`src/rtl/wdog_pkg.sv`:
```
package wdog_pkg;
  localparam int ADDR_W = 5;
  localparam int CNT_W  = 16;

  localparam logic [ADDR_W-1:0] A_CTRL   = 5'h00;
  localparam logic [ADDR_W-1:0] A_SCOPE  = 5'h01;
  localparam logic [ADDR_W-1:0] A_IEN    = 5'h04;
  localparam logic [ADDR_W-1:0] A_STAT   = 5'h08;
  localparam logic [ADDR_W-1:0] A_LIM_LO = 5'h0C;
  localparam logic [ADDR_W-1:0] A_LIM_HI = 5'h0D;
  localparam int                NOTE_BASE = 16;

  localparam logic [3:0] DISARM_KEY = 4'b1001;

  typedef enum logic [1:0] {
    SCOPE_KEEP_IO = 2'd0,
    SCOPE_CHIP    = 2'd1,
    SCOPE_CORE    = 2'd2,
    SCOPE_SPARE   = 2'd3
  } scope_e;
endpackage

```
`src/rtl/wdog_rst_sync.sv`:
```
module wdog_rst_sync #(
  parameter int STAGES = 2
) (
  input  logic clk,
  input  logic rst_n,
  output logic rst_sync_n
);
  logic [STAGES-1:0] sh_q;
  logic [STAGES-1:0] sh_d;

  generate
    if (STAGES == 1) begin : g_one
      always_comb sh_d = 1'b1;
    end else begin : g_many
      always_comb sh_d = {sh_q[STAGES-2:0], 1'b1};
    end
  endgenerate

  always_ff @(posedge clk or negedge rst_n) begin
    if (!rst_n) sh_q <= '0;
    else        sh_q <= sh_d;
  end

  assign rst_sync_n = sh_q[STAGES-1];
endmodule

```
`src/rtl/wdog_regs.sv`:
```
module wdog_regs
  import wdog_pkg::*;
#(
  parameter int NOTE_N    = 4,
  parameter int MIN_LIMIT = 3
) (
  input  logic              clk,
  input  logic              rst_n,
  input  logic              bus_sel,
  input  logic              bus_wr,
  input  logic [ADDR_W-1:0] bus_addr,
  input  logic [7:0]        bus_wdata,
  input  logic              hit_half,
  input  logic              hit_full,
  output logic              arm,
  output logic              src_sel,
  output logic              cnt_clr,
  output logic [1:0]        scope,
  output logic              ien,
  output logic              flag_half,
  output logic              flag_rst,
  output logic [CNT_W-1:0]  limit,
  output logic              limit_ok,
  output logic [7:0]        rdata
);
  localparam logic [CNT_W-1:0] LIM_MIN = CNT_W'(MIN_LIMIT);

  logic wr_ctrl, wr_scope, wr_ien, wr_stat, wr_lo, wr_hi;
  logic arm_q, arm_d, src_q, src_d, ien_q, ien_d;
  logic half_q, half_d, frst_q, frst_d;
  logic [1:0]       scope_q, scope_d;
  logic [CNT_W-1:0] lim_q, lim_d;
  logic [7:0]       note_q [NOTE_N];

  always_comb begin
    wr_ctrl  = bus_sel && bus_wr && (bus_addr == A_CTRL);
    wr_scope = bus_sel && bus_wr && (bus_addr == A_SCOPE);
    wr_ien   = bus_sel && bus_wr && (bus_addr == A_IEN);
    wr_stat  = bus_sel && bus_wr && (bus_addr == A_STAT);
    wr_lo    = bus_sel && bus_wr && (bus_addr == A_LIM_LO);
    wr_hi    = bus_sel && bus_wr && (bus_addr == A_LIM_HI);
  end

  // next state
  always_comb begin
    arm_d = arm_q;
    if (wr_ctrl) begin
      if (bus_wdata[0])                          arm_d = 1'b1;
      else if (bus_wdata[7:4] == DISARM_KEY)     arm_d = 1'b0;
    end
    src_d   = wr_ctrl  ? bus_wdata[1]   : src_q;
    scope_d = wr_scope ? bus_wdata[1:0] : scope_q;
    ien_d   = wr_ien   ? bus_wdata[0]   : ien_q;
    lim_d   = lim_q;
    if (wr_lo) lim_d[7:0]       = bus_wdata;
    if (wr_hi) lim_d[CNT_W-1:8] = bus_wdata;
    // an event in the same cycle as its clear wins
    half_d = (half_q & ~(wr_stat & bus_wdata[0])) | hit_half;
    frst_d = (frst_q & ~(wr_stat & bus_wdata[1])) | hit_full;
  end

  always_ff @(posedge clk or negedge rst_n) begin
    if (!rst_n) begin
      arm_q   <= 1'b0;
      src_q   <= 1'b0;
      scope_q <= 2'd0;
      ien_q   <= 1'b0;
      lim_q   <= '0;
      half_q  <= 1'b0;
      frst_q  <= 1'b0;
    end else begin
      arm_q   <= arm_d;
      src_q   <= src_d;
      scope_q <= scope_d;
      ien_q   <= ien_d;
      lim_q   <= lim_d;
      half_q  <= half_d;
      frst_q  <= frst_d;
    end
  end

  generate
    for (genvar i = 0; i < NOTE_N; i++) begin : g_note
      logic note_we;
      assign note_we = bus_sel && bus_wr && (bus_addr == ADDR_W'(NOTE_BASE + i));
      always_ff @(posedge clk or negedge rst_n) begin
        if (!rst_n)       note_q[i] <= 8'h00;
        else if (note_we) note_q[i] <= bus_wdata;
      end
    end
  endgenerate

  always_comb begin
    limit_ok = (lim_q >= LIM_MIN);
    rdata    = 8'h00;
    case (bus_addr)
      A_CTRL:   rdata = {6'b0, src_q, arm_q};
      A_SCOPE:  rdata = {6'b0, scope_q};
      A_IEN:    rdata = {7'b0, ien_q};
      A_STAT:   rdata = {~limit_ok, 5'b0, frst_q, half_q};
      A_LIM_LO: rdata = lim_q[7:0];
      A_LIM_HI: rdata = lim_q[CNT_W-1:8];
      default: begin
        for (int i = 0; i < NOTE_N; i++)
          if (bus_addr == ADDR_W'(NOTE_BASE + i)) rdata = note_q[i];
      end
    endcase
  end

  assign arm       = arm_q;
  assign src_sel   = src_q;
  assign cnt_clr   = wr_ctrl && (bus_wdata[0] || (bus_wdata[7:4] == DISARM_KEY));
  assign scope     = scope_q;
  assign ien       = ien_q;
  assign flag_half = half_q;
  assign flag_rst  = frst_q;
  assign limit     = lim_q;
endmodule

```
`src/rtl/wdog_count.sv`:
```
module wdog_count
  import wdog_pkg::*;
(
  input  logic             clk,
  input  logic             rst_n,
  input  logic             arm,
  input  logic             tick,
  input  logic             clr,
  input  logic             limit_ok,
  input  logic [CNT_W-1:0] limit,
  input  logic [1:0]       scope,
  output logic             hit_half,
  output logic             hit_full,
  output logic             rst_req,
  output logic [1:0]       rst_kind,
  output logic [CNT_W-1:0] cnt
);
  localparam logic [CNT_W-1:0] CNT_MAX = '1;

  logic [CNT_W-1:0] cnt_q, cnt_d, cnt_inc;
  logic             held_q, held_d;
  logic             req_q, req_d;
  logic [1:0]       kind_q, kind_d;
  logic             step;

  always_comb begin
    step     = arm && tick && !held_q && !clr && (cnt_q != CNT_MAX);
    cnt_inc  = cnt_q + 1'b1;
    hit_half = step && limit_ok && (cnt_inc == (limit >> 1));
    hit_full = step && limit_ok && (cnt_inc == limit);

    cnt_d  = cnt_q;
    held_d = held_q;
    if (clr || !arm) begin
      cnt_d  = '0;
      held_d = 1'b0;
    end else if (step) begin
      cnt_d  = cnt_inc;
      held_d = hit_full;
    end
    req_d  = hit_full;
    kind_d = hit_full ? scope : kind_q;
  end

  always_ff @(posedge clk or negedge rst_n) begin
    if (!rst_n) begin
      cnt_q  <= '0;
      held_q <= 1'b0;
      req_q  <= 1'b0;
      kind_q <= 2'd0;
    end else begin
      cnt_q  <= cnt_d;
      held_q <= held_d;
      req_q  <= req_d;
      kind_q <= kind_d;
    end
  end

  assign rst_req  = req_q;
  assign rst_kind = kind_q;
  assign cnt      = cnt_q;
endmodule

```
`src/rtl/wdog_timer.sv`:
```
module wdog_timer
  import wdog_pkg::*;
#(
  parameter int NOTE_N      = 4,
  parameter int MIN_LIMIT   = 3,
  parameter int SYNC_STAGES = 2
) (
  input  logic              clk,
  input  logic              rst_n,
  input  logic              tick_run,
  input  logic              tick_sleep,
  input  logic              bus_sel,
  input  logic              bus_wr,
  input  logic [ADDR_W-1:0] bus_addr,
  input  logic [7:0]        bus_wdata,
  output logic [7:0]        bus_rdata,
  output logic              irq,
  output logic              rst_req,
  output logic [1:0]        rst_kind
);
  logic             rst_sync_n;
  logic             arm, src_sel, cnt_clr, ien, flag_half, flag_rst, limit_ok;
  logic [1:0]       scope;
  logic [CNT_W-1:0] limit, cnt;
  logic             hit_half, hit_full, tick_sel;

  wdog_rst_sync #(.STAGES(SYNC_STAGES)) u_rst (
    .clk(clk), .rst_n(rst_n), .rst_sync_n(rst_sync_n)
  );

  assign tick_sel = src_sel ? tick_run : tick_sleep;

  wdog_regs #(.NOTE_N(NOTE_N), .MIN_LIMIT(MIN_LIMIT)) u_regs (
    .clk(clk), .rst_n(rst_sync_n),
    .bus_sel(bus_sel), .bus_wr(bus_wr), .bus_addr(bus_addr), .bus_wdata(bus_wdata),
    .hit_half(hit_half), .hit_full(hit_full),
    .arm(arm), .src_sel(src_sel), .cnt_clr(cnt_clr), .scope(scope), .ien(ien),
    .flag_half(flag_half), .flag_rst(flag_rst), .limit(limit), .limit_ok(limit_ok),
    .rdata(bus_rdata)
  );

  wdog_count u_cnt (
    .clk(clk), .rst_n(rst_sync_n), .arm(arm), .tick(tick_sel), .clr(cnt_clr),
    .limit_ok(limit_ok), .limit(limit), .scope(scope),
    .hit_half(hit_half), .hit_full(hit_full),
    .rst_req(rst_req), .rst_kind(rst_kind), .cnt(cnt)
  );

  assign irq = flag_half & ien;
endmodule

```
`config.mk`:
```
export PLATFORM = sky130hd
export DESIGN_NAME = wdog_timer
export DESIGN_NICKNAME = d
export VERILOG_FILES = /design/src/rtl/wdog_pkg.sv /design/src/rtl/wdog_rst_sync.sv /design/src/rtl/wdog_regs.sv /design/src/rtl/wdog_count.sv /design/src/rtl/wdog_timer.sv
export SDC_FILE = /design/constraint.sdc
export NUM_CORES = 1
export LEC_CHECK = 0
export ABC_AREA = 1
export BUFFER_PORTS_ARGS = -buffer_cell sky130_fd_sc_hd__buf_2
export CORE_MARGIN = 10
export CORE_UTILIZATION = 45
export CTS_BUF_LIST = sky130_fd_sc_hd__clkbuf_4 sky130_fd_sc_hd__clkbuf_8 sky130_fd_sc_hd__clkbuf_16
export DETAILED_ROUTE_END_ITERATION = 7
export GPL_ROUTABILITY_DRIVEN = 0
export HOLD_SLACK_MARGIN = 0.03
export PLACE_DENSITY = 0.59
export SLEW_MARGIN = 20
export SYNTH_ARGS = -nofsm -noshare
export SYNTH_HDL_FRONTEND = slang
export SYNTH_HIERARCHICAL = 1
export SYNTH_SLANG_ARGS = --single-unit
```
`constraint.sdc`:
```
create_clock -name clk -period 3.95 [get_ports clk]
set_clock_uncertainty 0.1 [all_clocks]
set_input_delay 0.79 -clock clk [delete_from_list [all_inputs] [get_ports clk]]
set_output_delay 0.79 -clock clk [all_outputs]
set_load 0.1 [all_outputs]
```
* Yosys cells after proc, flatten, opt, wreduce, memory -nomap -nowiden
Cells that the tools add are included.
W data, S select, Z words.
** Storage, ports and cells
- Memory bits (writable) :: 0
- Bits of input ports :: 19
- Memories kept :: 0
- Bits in latches :: 0
- Bits in registers :: 77
- ROM bits :: 0
** Operators by class
- $lt $le $gt $ge :: 1
- Shift operators :: 0
- Bitwise gates (word level) :: 10
- $mul :: 0
- Muxes and demuxes :: 12
- Divide/modulo/power cells :: 0
- Equal/unequal tests :: 13
- Add/sub/neg operators :: 1
- Reduce and logical (&&, ||, !) cells :: 28
** Operators by type and width (number)
- $pmux W8 S6 :: 1
- $mux W16 :: 2
- $mux W8 :: 4
- $eq A5 B5 Y1 const B :: 4
- $logic_and A1 B1 Y1 :: 19
- $add A16 B1 Y16 const B :: 1
- $eq A16 B15 Y1 :: 1
- $eq A16 B16 Y1 :: 1
- $ge A16 B2 Y1 const B :: 1
- $ne A16 B16 Y1 const B :: 1
- $eq A5 B4 Y1 const B :: 3
- $and A1 B1 Y1 :: 5
- $eq A5 B1 Y1 const B :: 1
- $eq A5 B3 Y1 const B :: 1
- $logic_not A5 Y1 :: 1
- $mux W1 :: 5
- $eq A4 B4 Y1 const B :: 1
- $reduce_bool A2 Y1 :: 2
- $logic_not A1 Y1 :: 3
- $not A1 Y1 :: 3
- $logic_or A1 B1 Y1 :: 2
- $or A1 B1 Y1 :: 2
- $reduce_and A2 Y1 :: 1

* Depth between registers and ports, before layout
- Depth in word-level cells :: 10
- Depth in mapped cells :: 16

* By module
The synthesis kept the hierarchy.
** Modules (own cells, without submodules)
- wdog_regs :: instances 1, area each 2876.5 sq um, cells each 343, seq. area each 1376.3 sq um
- wdog_count :: instances 1, area each 1895.6 sq um, cells each 294, seq. area each 500.5 sq um
- wdog_rst_sync :: instances 1, area each 53.8 sq um, cells each 3, seq. area each 50.0 sq um
- wdog_timer :: instances 1, area each 22.5 sq um, cells each 6, seq. area each 0.0 sq um

* Least setup slack after synthesis
OpenSTA, ideal clock, no wires.
- Kind :: input to output
- Start :: input bus_addr[3]
- End :: output bus_rdata[2]
- Stages :: 7
- Data required time :: 3.060 ns
- Arrival :: 2.186 ns
- Path slack :: 0.874 ns
- Path buffers :: 0
- Cells stage by stage :: nor2_1 nand2_2 nor2_4 nand2_1 nand2_1 nor2_1 nand3_1
** On the way
- Longest elaborated chain between the ends :: 6
- Elaborated cells on any way between the ends :: 15
- Classes of those cells :: 9 x eq/ne; 5 x mux; 1 x reduce/logical
** Ends and longest elaborated chain
- start, declared :: line wdog_timer.sv:14 : input logic [ADDR_W-1:0] bus_addr,
- $eq A5 B5 Y1 :: line wdog_regs.sv:105 : if (bus_addr == ADDR_W'(NOTE_BASE + i)) rdata = note_q[i];
- $mux W8 (4 in series) :: line wdog_regs.sv:105
- $pmux W8 S6 * :: line wdog_regs.sv:96 : case (bus_addr)
- end, declared :: line wdog_timer.sv:16 : output logic [7:0] bus_rdata,
Mark *: on every way between the ends. The rest lies on a longest branch, timed or not.

* Final worst setup path
- Start :: input bus_addr[3]
- End :: output bus_rdata[1]
Same word-level chain as after synthesis.

==> metrics.md <==
| Metric | Value |
|---|---|
| WL final | 12,000 um |
| # resized after CTS | 0 |
| Multiplexer share of the synthesized area | 0 |
| Initial DRC count | 333 |
| Number of flops mapped to enable cells by yosys | 0 |
| Hold Path Class | reg -> async |
| Setup violators final | 0 |
| Slew Viols, Final | 0 |
| Largest net degree at the start of global routing | 76 |
| Vias in the first global route | 3,958 |
| CTS tree | yes |
| Max Freq | 0.313 GHz |
| Outcome | finished clean |
| Grt ovf | 0 |
| Cells after Synth | 646 |
| Final Hold Fails | 0 |
| CP endpoint kind | primary output |
| Detailed Routing Iterations Pass 1 | 7 |
| Post-synth top area share | 0.397 |
| CTS sink cnt | 77 |
| Fillcell total | 1,028 |
| Leakage | 2.60 nW |
| Top-Level Pins | 31 |
| Initial antenna violation count | 0 |
| Synth Flop Type | dfrtp_1 |
| Worst-skew pair later-pin latency | 0.34 ns |
| Mean area per synthesized cell | 7.51 sq um |
| Main combinational cell family by area after synthesis | simple AND/OR/NAND/NOR gates |
| Top post-synthesis cells by area | dfrtp_1, nand2_1, o21ai_2 |
| Synth unique cells | 31 |
| Syn_nets | 666 |
| Dpl hpwl | 9160 um |
| Crit path time final | 3.19 ns |
| Share of cells above drive strength 1 | 0.208 |
| Via-per-instance ratio | 5.06 |
| Setup bufs post-CTS | 0 |
| Critical path arrival | 2.30 ns |
| Synth area leader | dfrtp_1 |
| FF+latch count, synth | 77 |
| Total GRT Usage | 0.163 |
| Maximum vdd drop | 192 uV |
| Post-Synth Simple-Gate Area | 0.373 |
| Period Utilization, post-route | 0.808 |
| Row count | 37 |
| Setup TNS | 0 ns |
| Port Buffers | 30 |
| Post-synthesis adder-cell area fraction | 0.00258 |
| NumNets Final | 702 |
| Layout Area Growth over Synthesis | 9.24% |
| Power Density | 339 mW/mm^2 |
| RSZ-0062 raised after global routing | no |
| DRC viols | 0 |
| Antenna Cells | 0 |
| Initial Util | 0.465 |
| CP Launch Type | primary input |
| End-of-flow core utilization | 0.508 |
| Root buf cell | clkbuf_8 |
| Die ar. | 0.0153 sq mm |
| Crit path kind | in -> out |
| Hold_buf cts | 0 |
| Worst Path Max Fanout | 8 |
| Compound-Gate Fraction of Synth Area | 0.129 |
| Worst-path clk slew | 0.08 ns |
| First-pass GRT wire length | 19,900 um |
| Sequential cell area fraction in the yosys report | 0.397 |
| XOR/XNOR share of the synthesized area | 0.0157 |
| Async set-or-reset flop fraction in the synthesized netlist | 1.00 |
| Longest Clk Path Bufs | 2 |
| Max Cap Viol | 0 |
| Ys Warns | 6 |
| Worst Path Required | 3.06 ns |
| Wire length per cell | 14.7 um |
| H-tree depth | 3 |
| Synthesized cell area | 0.00485 sq mm |
| CTS buffer count | 9 |
| Die X | 124 um |
| Final ANT Viol Nets | 0 |
| Die height | 124 um |
| Core area | 0.0104 sq mm |
| Via Count | 4,147 |
==> synth_stat cells, types with 6 or more instances <==
| cell type | number |
|---|---|
| a21oi_1 | 10 |
| dfrtp_1 | 77 |
| inv_1 | 73 |
| inv_2 | 7 |
| nand2_1 | 207 |
| nand2_2 | 12 |
| nand2_4 | 7 |
| nand3_1 | 51 |
| nand4_1 | 16 |
| nor2_1 | 64 |
| nor2_2 | 6 |
| nor2_4 | 8 |
| o21ai_0 | 12 |
| o21ai_1 | 19 |
| o21ai_2 | 33 |
| o22ai_2 | 10 |
| xor2_1 | 6 |
==> flip-flops by register name (all words and copies together), names as in the netlist <==
signal	flops
u_cnt/held_q	1
u_regs/flag_rst	1
u_regs/scope	2
u_rst/sh_q	2
u_cnt/rst_kind	2
u_cnt/rst_req	1
u_regs/ien	1
u_cnt/cnt	16
u_regs/limit	16
u_regs/note_q	32
u_regs/arm	1
u_regs/src_sel	1
u_regs/flag_half	1
==> critical path, stage by stage <==
cell,delay (ns)
buf_2,0.12
nor2_1,0.25
nand2_2,0.17
nor2_4,0.26
nand2_1,0.08
nand3_1,0.08
nor2_1,0.05
nand2_1,0.06
buf_2,0.42
==> per-layer routing <==
| metal | GRT usage | up-vias | share of wire |
|---|---|---|---|
| li1 | - | 2136 | - |
| met2 | 0.277 | 77 | 0.50 |
| met4 | 0.0575 | 0 | 0.014 |
| met1 | 0.207 | 1923 | 0.45 |
| met3 | 0.0213 | 11 | 0.032 |
| met5 | 0 | - | 0 |
==> worst paths after layout <==
check	start	to	slack (ns)	cells past startpoint
worst max-delay path	bus_addr[3]	bus_rdata[1]	0.76	9
worst min-delay path	u_rst/sh_q[1]	u_cnt/cnt[0]	0.11	0
worst max register to register	u_cnt/cnt[0]	u_regs/flag_rst	1.55	13
worst min register to register	u_rst/sh_q[1]	u_cnt/cnt[0]	0.11	0
max in group asynchronous	u_rst/sh_q[1]	u_regs/note_q[17]	3.07	1
min in group clk	u_rst/sh_q[0]	u_rst/sh_q[1]	0.26	0
==> layout make-up <==
type / count / area [sq um] / share of cell area
timing repair buffer: 33 / 193 / 0.0364
tap: 136 / 170 / 0.0321
clock buffer: 12 / 153 / 0.0288
multi-input combinational: 477 / 2530 / 0.477
inverter: 84 / 323 / 0.0609
sequential: 77 / 1930 / 0.365
==> cell usage in the layout (no fill, tap or decap), drive strengths merged, types with 2 or more instances in the layout <==
cell    Yosys  routed
clkinv      2       2
xor2        6       6
a21oi      10      10
inv        82      82
nand4      16      16
nor2       82      82
dfrtp      77      77
nand3      55      55
buf         8      33
nor3        3       3
clkbuf      0      12
o22ai      11      11
nand2     226     226
o21ai      64      64
==> cell families after synthesis <==
logic type,after synthesis
AO/OA/AOI/OAI,85
buffers and inverters,92
AND/OR/NAND/NOR,383
flip-flops,77
XOR/XNOR,7
other,1
adder cells (fa/ha/maj),1
==> metrics by stage <==
stage / hold slack, ns / cells / setup slack, ns / power (mW) / instance area, sq um
after floorplan: 0.231 / 646 / 0.874 / 1.20 / 4850
after global placement: 0.237 / 806 / 0.791 / 1.28 / 5120
after detailed placement: 0.243 / 806 / 0.764 / 1.29 / 5120
after CTS: 0.0953 / 818 / 0.756 / 1.81 / 5270
after global routing: 0.0919 / 819 / 0.583 / 1.90 / 5300
final: 0.114 / 819 / 0.757 / 1.79 / 5300
==> where the power goes <==
group	leakage [nW]	internal, mW	total, mW	switching (mW)
clock network	0.0811	0.247	0.517	0.271
logic	1.48	0.116	0.335	0.218
registers	1.04	0.863	0.942	0.0789
(Power assumes the default switching activity.)
